==> config.mk <==
export PLATFORM = sky130hd
export DESIGN_NAME = cfg_descrambler
export DESIGN_NICKNAME = d
export VERILOG_FILES = /design/src/rtl/cfgsd_pkg.sv /design/src/rtl/cfgsd_keystream.sv /design/src/rtl/cfgsd_bitbang.sv /design/src/rtl/cfg_descrambler.sv
export SDC_FILE = /design/constraint.sdc
export NUM_CORES = 1
export LEC_CHECK = 0
export BUFFER_PORTS_ARGS = -buffer_cell sky130_fd_sc_hd__buf_2
export CAP_MARGIN = 10
export CORE_ASPECT_RATIO = 1.25
export CORE_MARGIN = 2
export CORE_UTILIZATION = 54
export CTS_CLUSTER_DIAMETER = 50
export CTS_CLUSTER_SIZE = 16
export DETAILED_ROUTE_END_ITERATION = 8
export MAX_ROUTING_LAYER = met4
export PLACE_DENSITY = 0.74
export SYNTH_ARGS = -nofsm -noshare
export SYNTH_HDL_FRONTEND = slang
export SYNTH_SLANG_ARGS = --single-unit
==> constraint.sdc <==
create_clock -name clk -period 10.79 [get_ports clk]
set_input_delay 0.5395 -clock clk [delete_from_list [all_inputs] [get_ports clk]]
set_output_delay 0.5395 -clock clk [all_outputs]
set_load 0.01 [all_outputs]
==> src/rtl/cfgsd_pkg.sv <==
package cfgsd_pkg;
  typedef logic [31:0] word_t;
  typedef logic [7:0]  byte_t;

  typedef enum logic [1:0] {
    KG_IDLE = 2'd0,
    KG_CALC = 2'd1,
    KG_DONE = 2'd2
  } kg_phase_e;

  typedef enum logic {
    EMIT_PASS   = 1'b0,
    EMIT_EXPAND = 1'b1
  } emit_mode_e;
endpackage

==> src/rtl/cfgsd_keystream.sv <==
module cfgsd_keystream
  import cfgsd_pkg::*;
#(
  parameter word_t       SEED      = 32'h3f6df2ab,
  parameter word_t       ADD_K     = 32'h0a853753,
  parameter word_t       MUL_K     = 32'h08034052,
  parameter int unsigned MODULUS   = 177,
  parameter int unsigned STEP_BITS = 4
) (
  input  logic       clk,
  input  logic       rst,
  input  logic       restart,
  input  logic       acc_valid,
  output logic       acc_ready,
  input  byte_t      acc_data,
  input  emit_mode_e acc_mode,
  output logic       res_valid,
  input  logic       res_take,
  output byte_t      res_data,
  output emit_mode_e res_mode
);
  localparam int unsigned N_STEPS = 32 / STEP_BITS;
  localparam int unsigned CNT_W   = $clog2(N_STEPS + 1);
  localparam int unsigned REM_W   = $clog2(MODULUS) + 1;

  word_t            state_q;
  word_t            divd_q;
  word_t            prod_q;
  logic [REM_W-1:0] rem_q;
  logic [REM_W-1:0] rem_nx;
  logic [CNT_W-1:0] cnt_q;
  byte_t            data_q;
  emit_mode_e       mode_q;
  kg_phase_e        phase_q;
  word_t            state_nx;

  assign acc_ready = (phase_q == KG_IDLE) && !res_valid;
  assign state_nx  = prod_q + 32'(rem_q);

  // restoring reduction, STEP_BITS dividend bits per cycle
  always_comb begin
    logic [REM_W-1:0] r_v;
    r_v = rem_q;
    for (int i = 0; i < int'(STEP_BITS); i++) begin
      r_v = {r_v[REM_W-2:0], divd_q[31-i]};
      if (r_v >= REM_W'(MODULUS)) r_v = r_v - REM_W'(MODULUS);
    end
    rem_nx = r_v;
  end

  always_ff @(posedge clk) begin
    if (rst || restart) begin
      state_q   <= SEED;
      divd_q    <= '0;
      prod_q    <= '0;
      rem_q     <= '0;
      cnt_q     <= '0;
      data_q    <= '0;
      mode_q    <= EMIT_PASS;
      phase_q   <= KG_IDLE;
      res_valid <= 1'b0;
      res_data  <= '0;
      res_mode  <= EMIT_PASS;
    end else begin
      if (res_valid && res_take) res_valid <= 1'b0;
      unique case (phase_q)
        KG_IDLE: if (acc_valid && acc_ready) begin
          divd_q  <= state_q + ADD_K;
          prod_q  <= state_q * MUL_K;
          rem_q   <= '0;
          cnt_q   <= '0;
          data_q  <= acc_data;
          mode_q  <= acc_mode;
          phase_q <= KG_CALC;
        end
        KG_CALC: begin
          rem_q  <= rem_nx;
          divd_q <= divd_q << STEP_BITS;
          cnt_q  <= cnt_q + 1'b1;
          if (cnt_q == CNT_W'(N_STEPS - 1)) phase_q <= KG_DONE;
        end
        KG_DONE: begin
          state_q   <= state_nx;
          res_data  <= data_q ^ state_nx[7:0];
          res_mode  <= mode_q;
          res_valid <= 1'b1;
          phase_q   <= KG_IDLE;
        end
        default: phase_q <= KG_IDLE;
      endcase
    end
  end

  // the partial remainder never reaches the modulus
  assert_rem_bound_R2: assert property (@(posedge clk) disable iff (rst)
    (phase_q != KG_IDLE) |-> (rem_q < REM_W'(MODULUS)));
  // a handshake closes the input on the next cycle
  assert_busy_after_accept_R6: assert property (@(posedge clk) disable iff (rst)
    (acc_valid && acc_ready && !restart) |=> !acc_ready);
  // restart brings the keystream back to the seed
  assert_seed_after_restart_R8: assert property (@(posedge clk) disable iff (rst)
    restart |=> (state_q == SEED) && !res_valid);
endmodule

==> src/rtl/cfgsd_bitbang.sv <==
module cfgsd_bitbang
  import cfgsd_pkg::*;
#(
  parameter int unsigned BITS     = 8,
  parameter int unsigned DATA_BIT = 6,
  parameter int unsigned CLK_BIT  = 0
) (
  input  logic       clk,
  input  logic       rst,
  input  logic       restart,
  input  logic       in_valid,
  output logic       in_ready,
  input  byte_t      in_data,
  input  emit_mode_e in_mode,
  output logic       out_valid,
  input  logic       out_ready,
  output byte_t      out_data
);
  localparam int unsigned PULSES = 2 * BITS;
  localparam int unsigned CNT_W  = $clog2(PULSES);
  localparam int unsigned IDX_W  = $clog2(BITS);

  logic             busy_q;
  byte_t            byte_q;
  emit_mode_e       mode_q;
  logic [CNT_W-1:0] cnt_q;
  logic             advance;
  logic [IDX_W-1:0] bit_idx;
  byte_t            pattern;
  logic             last;

  assign in_ready = !busy_q;
  assign advance  = !out_valid || out_ready;
  assign bit_idx  = IDX_W'(BITS - 1) - cnt_q[CNT_W-1:1];
  assign last     = (mode_q == EMIT_PASS) || (cnt_q == CNT_W'(PULSES - 1));

  always_comb begin
    pattern           = '0;
    pattern[DATA_BIT] = byte_q[bit_idx];
    pattern[CLK_BIT]  = ~cnt_q[0];
  end

  always_ff @(posedge clk) begin
    if (rst || restart) begin
      busy_q    <= 1'b0;
      byte_q    <= '0;
      mode_q    <= EMIT_PASS;
      cnt_q     <= '0;
      out_valid <= 1'b0;
      out_data  <= '0;
    end else begin
      if (advance) begin
        if (busy_q) begin
          out_valid <= 1'b1;
          out_data  <= (mode_q == EMIT_PASS) ? byte_q : pattern;
          if (last) busy_q <= 1'b0;
          else      cnt_q  <= cnt_q + 1'b1;
        end else begin
          out_valid <= 1'b0;
        end
      end
      if (in_valid && in_ready) begin
        busy_q <= 1'b1;
        byte_q <= in_data;
        mode_q <= in_mode;
        cnt_q  <= '0;
      end
    end
  end

  // a stalled output byte is held
  assert_hold_stalled_R7: assert property (@(posedge clk) disable iff (rst)
    (out_valid && !out_ready && !restart) |=> (out_valid && $stable(out_data)));
  // restart empties the output register
  assert_flush_restart_R8: assert property (@(posedge clk) disable iff (rst)
    restart |=> !out_valid && !busy_q);
endmodule

==> src/rtl/cfg_descrambler.sv <==
module cfg_descrambler
  import cfgsd_pkg::*;
#(
  parameter word_t       SEED      = 32'h3f6df2ab,
  parameter word_t       ADD_K     = 32'h0a853753,
  parameter word_t       MUL_K     = 32'h08034052,
  parameter int unsigned MODULUS   = 177,
  parameter int unsigned STEP_BITS = 4,
  parameter int unsigned DATA_BIT  = 6,
  parameter int unsigned CLK_BIT   = 0
) (
  input  logic       clk,
  input  logic       rst,
  input  logic       restart,
  input  logic       in_valid,
  output logic       in_ready,
  input  logic [7:0] in_data,
  input  logic       in_expand,
  output logic       out_valid,
  input  logic       out_ready,
  output logic [7:0] out_data
);
  logic       mid_valid;
  logic       mid_ready;
  byte_t      mid_data;
  emit_mode_e mid_mode;
  emit_mode_e in_mode;

  assign in_mode = in_expand ? EMIT_EXPAND : EMIT_PASS;

  cfgsd_keystream #(
    .SEED(SEED), .ADD_K(ADD_K), .MUL_K(MUL_K),
    .MODULUS(MODULUS), .STEP_BITS(STEP_BITS)
  ) u_keys (
    .clk(clk), .rst(rst), .restart(restart),
    .acc_valid(in_valid), .acc_ready(in_ready),
    .acc_data(in_data), .acc_mode(in_mode),
    .res_valid(mid_valid), .res_take(mid_ready),
    .res_data(mid_data), .res_mode(mid_mode)
  );

  cfgsd_bitbang #(
    .BITS(8), .DATA_BIT(DATA_BIT), .CLK_BIT(CLK_BIT)
  ) u_bang (
    .clk(clk), .rst(rst), .restart(restart),
    .in_valid(mid_valid), .in_ready(mid_ready),
    .in_data(mid_data), .in_mode(mid_mode),
    .out_valid(out_valid), .out_ready(out_ready), .out_data(out_data)
  );
endmodule

==> summary.md, run 1 <==
| Metric | Value |
|---|---|
| Overflow after GRT | `0` |
| Pwr dens | `86.7 nW/um^2` |
| Largest cells by area after synthesis | `dfxtp_1 23%, ha_1 20%, fa_1 10%` |
| Met1 Use GR | `0.290` |
| Yosys warnings | `0` |
| Antenna violations before repair | `0` |
| Global Route Usage Sum | `0.255` |
| Worst endpoint required time | `11.10 ns` |
| Worst hold path type | `input port to register` |
| R2R Setup Slk | `4.29 ns` |
| Cell Area, Synth | `13300 sq um` |
| Synth cell types | `94` |
| Via density | `5.73` |
| Tot Pwr | `1.23 mW` |
| Largest stage delay, worst path | `0.59 ns` |
| Seq cells post-synth | `152` |
| Setup TNS | `0 ns` |
| DP HPWL | `23600 microns` |
| Status | `complete, no violations` |
| GP Congestion | `0.925` |
| Layout cells sized above 1 | `0.0763` |
| Clock latency on the worst-skew pair | `0.44 ns` |
| Syn Inst Count | `1522` |
| Fin crit share | `0.602` |
| Commonest non-fill, non-tap cell in the layout | `ha_1` |
| Final hold violation count | `0` |
| R2r endpoint | `u_keys.prod_q[31]` |
| Filler cells | `2137` |
| Worst R2R Start | `u_keys.state_q[1]` |
| Crit path top cell by count | `ha_1` |
| Sequential area share after synthesis | `0.228` |
| Cells along the critical path | `inv_1 -> ha_1 -> fa_1 -> inv_1 -> ha_1 -> ha_1 -> ha_1 -> inv_1 -> fa_1 -> inv_1 -> fa_1 -> ha_1 -> a21boi_0 -> o21ai_0 -> a21boi_0 -> o221ai_1 -> o21ai_0 -> o311ai_0 -> a21oi_1 -> o21a_1 -> nor2_1 -> xnor2_1 -> o21ai_0` |
| Unrepaired setup endpoints after global routing | `false` |
| Min-delay src | `in_data[6]` |
| Grt met2 use | `0.461` |
| # port buffers | `23` |
| # DRC | `0` |
| Diodes inserted | `0` |
| Fmax achieved | `154 MHz` |
| CTS tree | `yes` |
| Root Buffer | `clkbuf_16` |
| Clock power frac | `0.481` |
| Number of global-route vias before repair | `10.7k` |
| Initial Util | `0.546` |
| DR iter-0 viols | `574` |
| Most frequent cells in the layout | `214 x ha_1, 171 x nand2_1, 162 x inv_1, 152 x dfxtp_1, 120 x a21oi_1` |
| Max-slew violations | `0` |
| Post_cts resized | `0` |
| Final setup fails | `0` |
| Crit path kind | `register to register` |
| Largest net degree at the start of global routing | `65` |
| Die W | `145 microns` |
| Combinational Power Share | `0.048` |
| DR pass1 iterations | `5` |
| First-pass GRT wire length | `51600 microns` |
| Minimum clock period | `6.50 ns` |
| Final ANT Viol Nets | `0` |
| Area grow syn2layout | `6.22%` |
| CP top delay family | `adder cells` |
| Die area | `26000 sq um` |
| VDD IR-drop max | `87.3 uV` |
| H-tree Lvls | `4` |
| Ports | `24` |
| Static Leak | `6.28 nW` |
| Hold depth | `3` |
| Syn avg cell area | `8.77 sq um` |
| Startpoint types | `register` |
| Clock sink count | `152` |
| Main synth FF type | `dfxtp_1` |
| Post-CTS Setup Bufs | `0` |
| Die Ht | `180 microns` |
| Number of synthesized flops with an enable pin | `0` |
| Syn nets | `1817` |
| Sequential share of power | `0.471` |
| Switching Fraction | `0.253` |
| DRT Wirelength | `31200 microns` |
| Max-capacitance violation count | `0` |
| Int Pwr | `919 uW` |
| Core box area | `24400 sq um` |
| Clock buffer count from CTS | `17` |
| Fraction of registers with async set/reset | `0` |
| Fin Clk Skew | `0.0126 ns` |
| Data arrival, critical path | `6.81 ns` |
| Worst-margin pin slew | `1.13 ns` |
| Clock-pin slew on the worst setup and hold paths | `0.07 ns` |
| GR Layer Usage met3 | `0.0309` |
| Crit path capture type | `register` |
| CTS Hold Bufs | `0` |
| CP bufs+invs | `4` |
| Grt peak-use layer | `met2` |
| Hold slack | `0.335 ns` |
| Row Count | `64` |
| Hold worst-path end | `u_keys.data_q[6]` |
| Top cell type by total area after synthesis | `dfxtp_1` |
| Slew headroom | `0.244` |
| Crit-path slowest cell | `o311ai_0` |
| Net count, final | `1802` |
| Sw power | `311 uW` |
| R2R depth | `23` |
| Vias post-DR | `10.6k` |
| WL/cell | `16.9 microns` |
| Crit Path Max Fanout | `8` |
| CTS Buffer Depth | `2` |
| Top cell type's share of synthesized area | `0.228` |
==> sequential cells by signal, indices dropped and copies added, names as in the netlist, 2 cells and up <==
name / cells
u_keys.cnt_q: 4
u_bang.byte_q: 8
u_keys.rem_q: 9
u_bang.out_data: 8
u_bang.cnt_q: 4
u_keys.phase_q: 2
u_keys.state_q: 32
u_keys.prod_q: 31
u_keys.res_data: 8
u_keys.data_q: 8
u_keys.divd_q: 32
==> kinds of logic after synthesis <==
logic type | after synthesis | synth area share
AO/OA/AOI/OAI | 340 | 0.174
XOR/XNOR | 112 | 0.0741
adder cells (fa/ha/maj) | 281 | 0.301
buffers and inverters | 228 | 0.0725
flip-flops | 152 | 0.228
multiplexers | 15 | 0.0138
AND/OR/NAND/NOR | 394 | 0.137
==> through the flow <==
step | worst slack [ns] | std cells | area [sq um] | utilization
after global routing | 3.97 | 1850 | 14200 | 0.580
after CTS | 4.37 | 1850 | 14200 | 0.580
after detailed placement | 4.48 | 1818 | 13600 | 0.557
after floorplan | 5.23 | 1522 | 13300 | -
after global placement | 4.64 | 1818 | 13600 | 0.557
final | 4.29 | 1850 | 14200 | 0.580
==> how the worst max path moves through the flow <==
stage,from,to,slack [ns],depth (start not counted)
after global routing,u_keys.state_q[1],u_keys.prod_q[31],3.97,23
after floorplan,u_keys.state_q[1],u_keys.prod_q[31],5.23,23
final,u_keys.state_q[1],u_keys.prod_q[31],4.29,23
after global placement,u_keys.state_q[1],u_keys.prod_q[31],4.64,23
after detailed placement,u_keys.state_q[1],u_keys.prod_q[31],4.48,23
after CTS,u_keys.state_q[1],u_keys.prod_q[31],4.37,23
==> cell usage after synthesis, types with 21 or more instances <==
| library cell | n |
|---|---|
| ha_1 | 214 |
| nand2_1 | 172 |
| inv_1 | 162 |
| dfxtp_1 | 152 |
| a21oi_1 | 120 |
| nor2_1 | 91 |
| xnor2_1 | 87 |
| fa_1 | 67 |
| clkbuf_1 | 45 |
| o21ai_0 | 30 |
| xor2_1 | 24 |
| a211oi_1 | 23 |
| a22oi_1 | 23 |
| o211ai_1 | 21 |
==> per-layer routing <==
| layer | vias up | part of all wire |
|---|---|---|
| met5 | - | 0 |
| met4 | 0 | 0.026 |
| met3 | 57 | 0.030 |
| met2 | 209 | 0.53 |
| met1 | 5109 | 0.42 |
| li1 | 5221 | - |
==> power groups by stage <==
stage,registers (mW),logic [mW],clock network (mW)
after floorplan,0.588,0.0456,0
after global placement,0.591,0.0580,0
after detailed placement,0.591,0.0592,0
after CTS,0.579,0.0592,0.599
after global routing,0.579,0.0661,0.621
final,0.579,0.0595,0.591
==> area by class of cell <==
cell class	count	area (sq um)	area share
multi-input combinational	1142	9360	0.660
sequential	152	3040	0.215
inverter	164	616	0.0434
clock buffer	19	443	0.0312
tap	330	413	0.0291
timing repair buffer	30	168	0.0118
clock inverter	13	135	0.00953
==> worst min-delay path, stage by stage <==
cell and delay [ns]:
buf_2 0.09, nand2_1 0.04, a21oi_1 0.05
No activity file was read; power rests on OpenSTA's default activity.
==> run 2: changes to the inputs <==
Clock period 10.79 ns to 6.8 ns, I/O delays scaled along.
==> run 2 against run 1 <==
  * Sequential power rose by 59%
  * Combinational power rose by 59%
  * Wire length down 1.0%
  * Setup slack worse by 3.7 ns
  * Die area is the same
  * Critical endpoint unchanged
  * Largest power group unchanged
==> summary.md, run 2 (same netlist as run 1, synthesis figures left out) <==
| Metric | Value |
|---|---|
| Status | `complete, no violations` |
| DRT Wirelength | `30900 microns (-1.0%)` |
| Net count, final | `1805 (+0.17%)` |
| Overflow after GRT | `0 (unchanged)` |
| Clock latency on the worst-skew pair | `0.44 ns (about the same)` |
| R2r endpoint | `u_keys.prod_q[31]` |
| Vias post-DR | `10.5k (-0.73%)` |
| Crit Path Max Fanout | `8 (unchanged)` |
| Final ANT Viol Nets | `0 (unchanged)` |
| R2R depth | `23 (unchanged)` |
| Most frequent cells in the layout | `214 x ha_1, 171 x nand2_1, 162 x inv_1, 152 x dfxtp_1, 120 x a21oi_1` |
| VDD IR-drop max | `124 uV (+42%)` |
| Global Route Usage Sum | `0.254 (-0.00128)` |
| Die area | `26000 sq um (unchanged)` |
| Via density | `5.68 (-0.89%)` |
| Fin crit share | `0.917 (+0.315)` |
| Die Ht | `180 microns (unchanged)` |
| DP HPWL | `23700 microns (+0.24%)` |
| Hold depth | `3 (unchanged)` |
| Post-CTS Setup Bufs | `0 (unchanged)` |
| Initial Util | `0.546 (unchanged)` |
| DR pass1 iterations | `5 (unchanged)` |
| Fmax achieved | `160 MHz (+4.2%)` |
| Pwr dens | `138 nW/um^2 (+59%)` |
| Fin Clk Skew | `0.00981 ns (-0.00278 ns)` |
| CTS Buffer Depth | `2 (unchanged)` |
| Layout cells sized above 1 | `0.0768 (+0.000506)` |
| Row Count | `64 (unchanged)` |
| Post-Route Utilization | `0.581 (+0.000922)` |
| Antenna violations before repair | `0 (unchanged)` |
| Slew headroom | `0.243 (-0.00106)` |
| Worst-margin pin slew | `1.13 ns (+0.000483 ns)` |
| Unrepaired setup endpoints after global routing | `false` |
| Setup TNS | `0 ns (unchanged)` |
| Filler cells | `2198 (+2.9%)` |
| Minimum clock period | `6.24 ns (-0.261 ns)` |
| Startpoint types | `register` |
| Commonest non-fill, non-tap cell in the layout | `ha_1` |
| Ports | `24 (unchanged)` |
| Data arrival, critical path | `6.55 ns (-0.26 ns)` |
| Core box area | `24400 sq um (unchanged)` |
| Top Registers | `u_keys.divd_q x32, u_keys.state_q x32, u_keys.prod_q x31` |
| Final setup fails | `0 (unchanged)` |
| Largest net degree at the start of global routing | `63 (-3.1%)` |
| Crit path capture type | `register` |
| Hold slack | `0.137 ns (-0.198 ns)` |
| R2R Setup Slk | `0.56 ns (-3.73 ns)` |
| DR iter-0 viols | `525 (-8.5%)` |
| First-pass GRT wire length | `51000 microns (-1.2%)` |
| Worst endpoint required time | `7.11 ns (-3.99 ns)` |
| Hold worst-path end | `u_keys.mode_q` |
| # port buffers | `23 (unchanged)` |
| Clock-pin slew on the worst setup and hold paths | `0.07 ns (about the same)` |
| Post_cts resized | `0 (unchanged)` |
| Worst hold path type | `input port to register` |
| Min-delay src | `in_expand` |
| H-tree Lvls | `4 (unchanged)` |
| CTS tree | `yes` |
| # DRC | `0 (unchanged)` |
| Final hold violation count | `0 (unchanged)` |
| Max-slew violations | `0 (unchanged)` |
| WL/cell | `16.7 microns (-1.2%)` |
| Max-capacitance violation count | `0 (unchanged)` |
| GP Congestion | `0.918 (-0.81%)` |
| Clock buffer count from CTS | `17 (unchanged)` |
| Number of global-route vias before repair | `10.5k (-2.0%)` |
| CTS Hold Bufs | `0 (unchanged)` |
| Root Buffer | `clkbuf_16` |
| Diodes inserted | `0 (unchanged)` |
| Area grow syn2layout | `6.39%` |
| Die W | `145 microns (unchanged)` |
| Worst R2R Start | `u_keys.state_q[1]` |
| Static Leak | `6.29 nW (+0.15%)` |
| Clock sink count | `152 (unchanged)` |
| Crit path kind | `register to register` |
[run 2: final cells by class]
class                   count  area [sq um]  share of cell area
inverters                 164           616              0.0434
clock inverters            12           141             0.00996
multi-input cells        1142          9360               0.659
repair buffers             33           190              0.0134
well taps                 330           413              0.0291
clock buffers              20           437              0.0308
flip-flops and latches    152          3040               0.214
[run 2: report_power, final]
part	switching (mW)	internal (mW)	total [mW]
Sequential	0.0132	0.905	0.918
Combinational	0.0647	0.0297	0.0944
Clock	0.404	0.546	0.949
[run 2: worst max path at each step]
| stage | slack [ns] | endpoint | depth (start not counted) | startpoint |
|---|---|---|---|---|
| global placement | 0.65 | u_keys.prod_q[31] | 23 | u_keys.state_q[1] |
| global route | 0.14 | u_keys.prod_q[31] | 22 | u_keys.state_q[1] |
| detailed placement | 0.50 | u_keys.prod_q[31] | 23 | u_keys.state_q[1] |
| floorplan | 1.24 | u_keys.prod_q[31] | 23 | u_keys.state_q[1] |
| CTS | 0.37 | u_keys.prod_q[31] | 23 | u_keys.state_q[1] |
| finish | 0.56 | u_keys.prod_q[31] | 23 | u_keys.state_q[1] |
[run 2: routing by layer]
layer	track usage	vias to the layer above	wire [microns]
li1	-	5217	-
met1	0.287	5009	12800
met2	0.435	213	15600
met3	0.0338	80	1070
met4	0.129	0	1460
met5	-	-	0
[run 2: through the flow]
step	power [mW]	setup slack, ns	instance area, sq um	std cells
global route	2.02	0.143	14200	1853
detailed placement	1.03	0.498	13600	1821
CTS	1.97	0.370	14200	1853
floorplan	1.01	1.24	13300	1522
global placement	1.03	0.649	13600	1821
finish	1.96	0.565	14200	1853
[run 2: worst max-delay path, cell delays in order, from the launching register on]
cell      delay, ns
dfxtp_1        0.53
inv_1          0.14
ha_1           0.34
fa_1           0.51
inv_1          0.04
ha_1           0.18
ha_1           0.29
ha_1           0.28
inv_1          0.05
fa_1           0.53
inv_1          0.06
fa_1           0.49
ha_1           0.33
a21boi_0       0.15
o21ai_0        0.22
a21boi_0       0.18
o221ai_1       0.45
o21ai_0        0.23
o311ai_1       0.44
a21oi_1        0.17
o21a_1         0.20
nor2_1         0.11
xnor2_1        0.12
o21ai_0        0.08
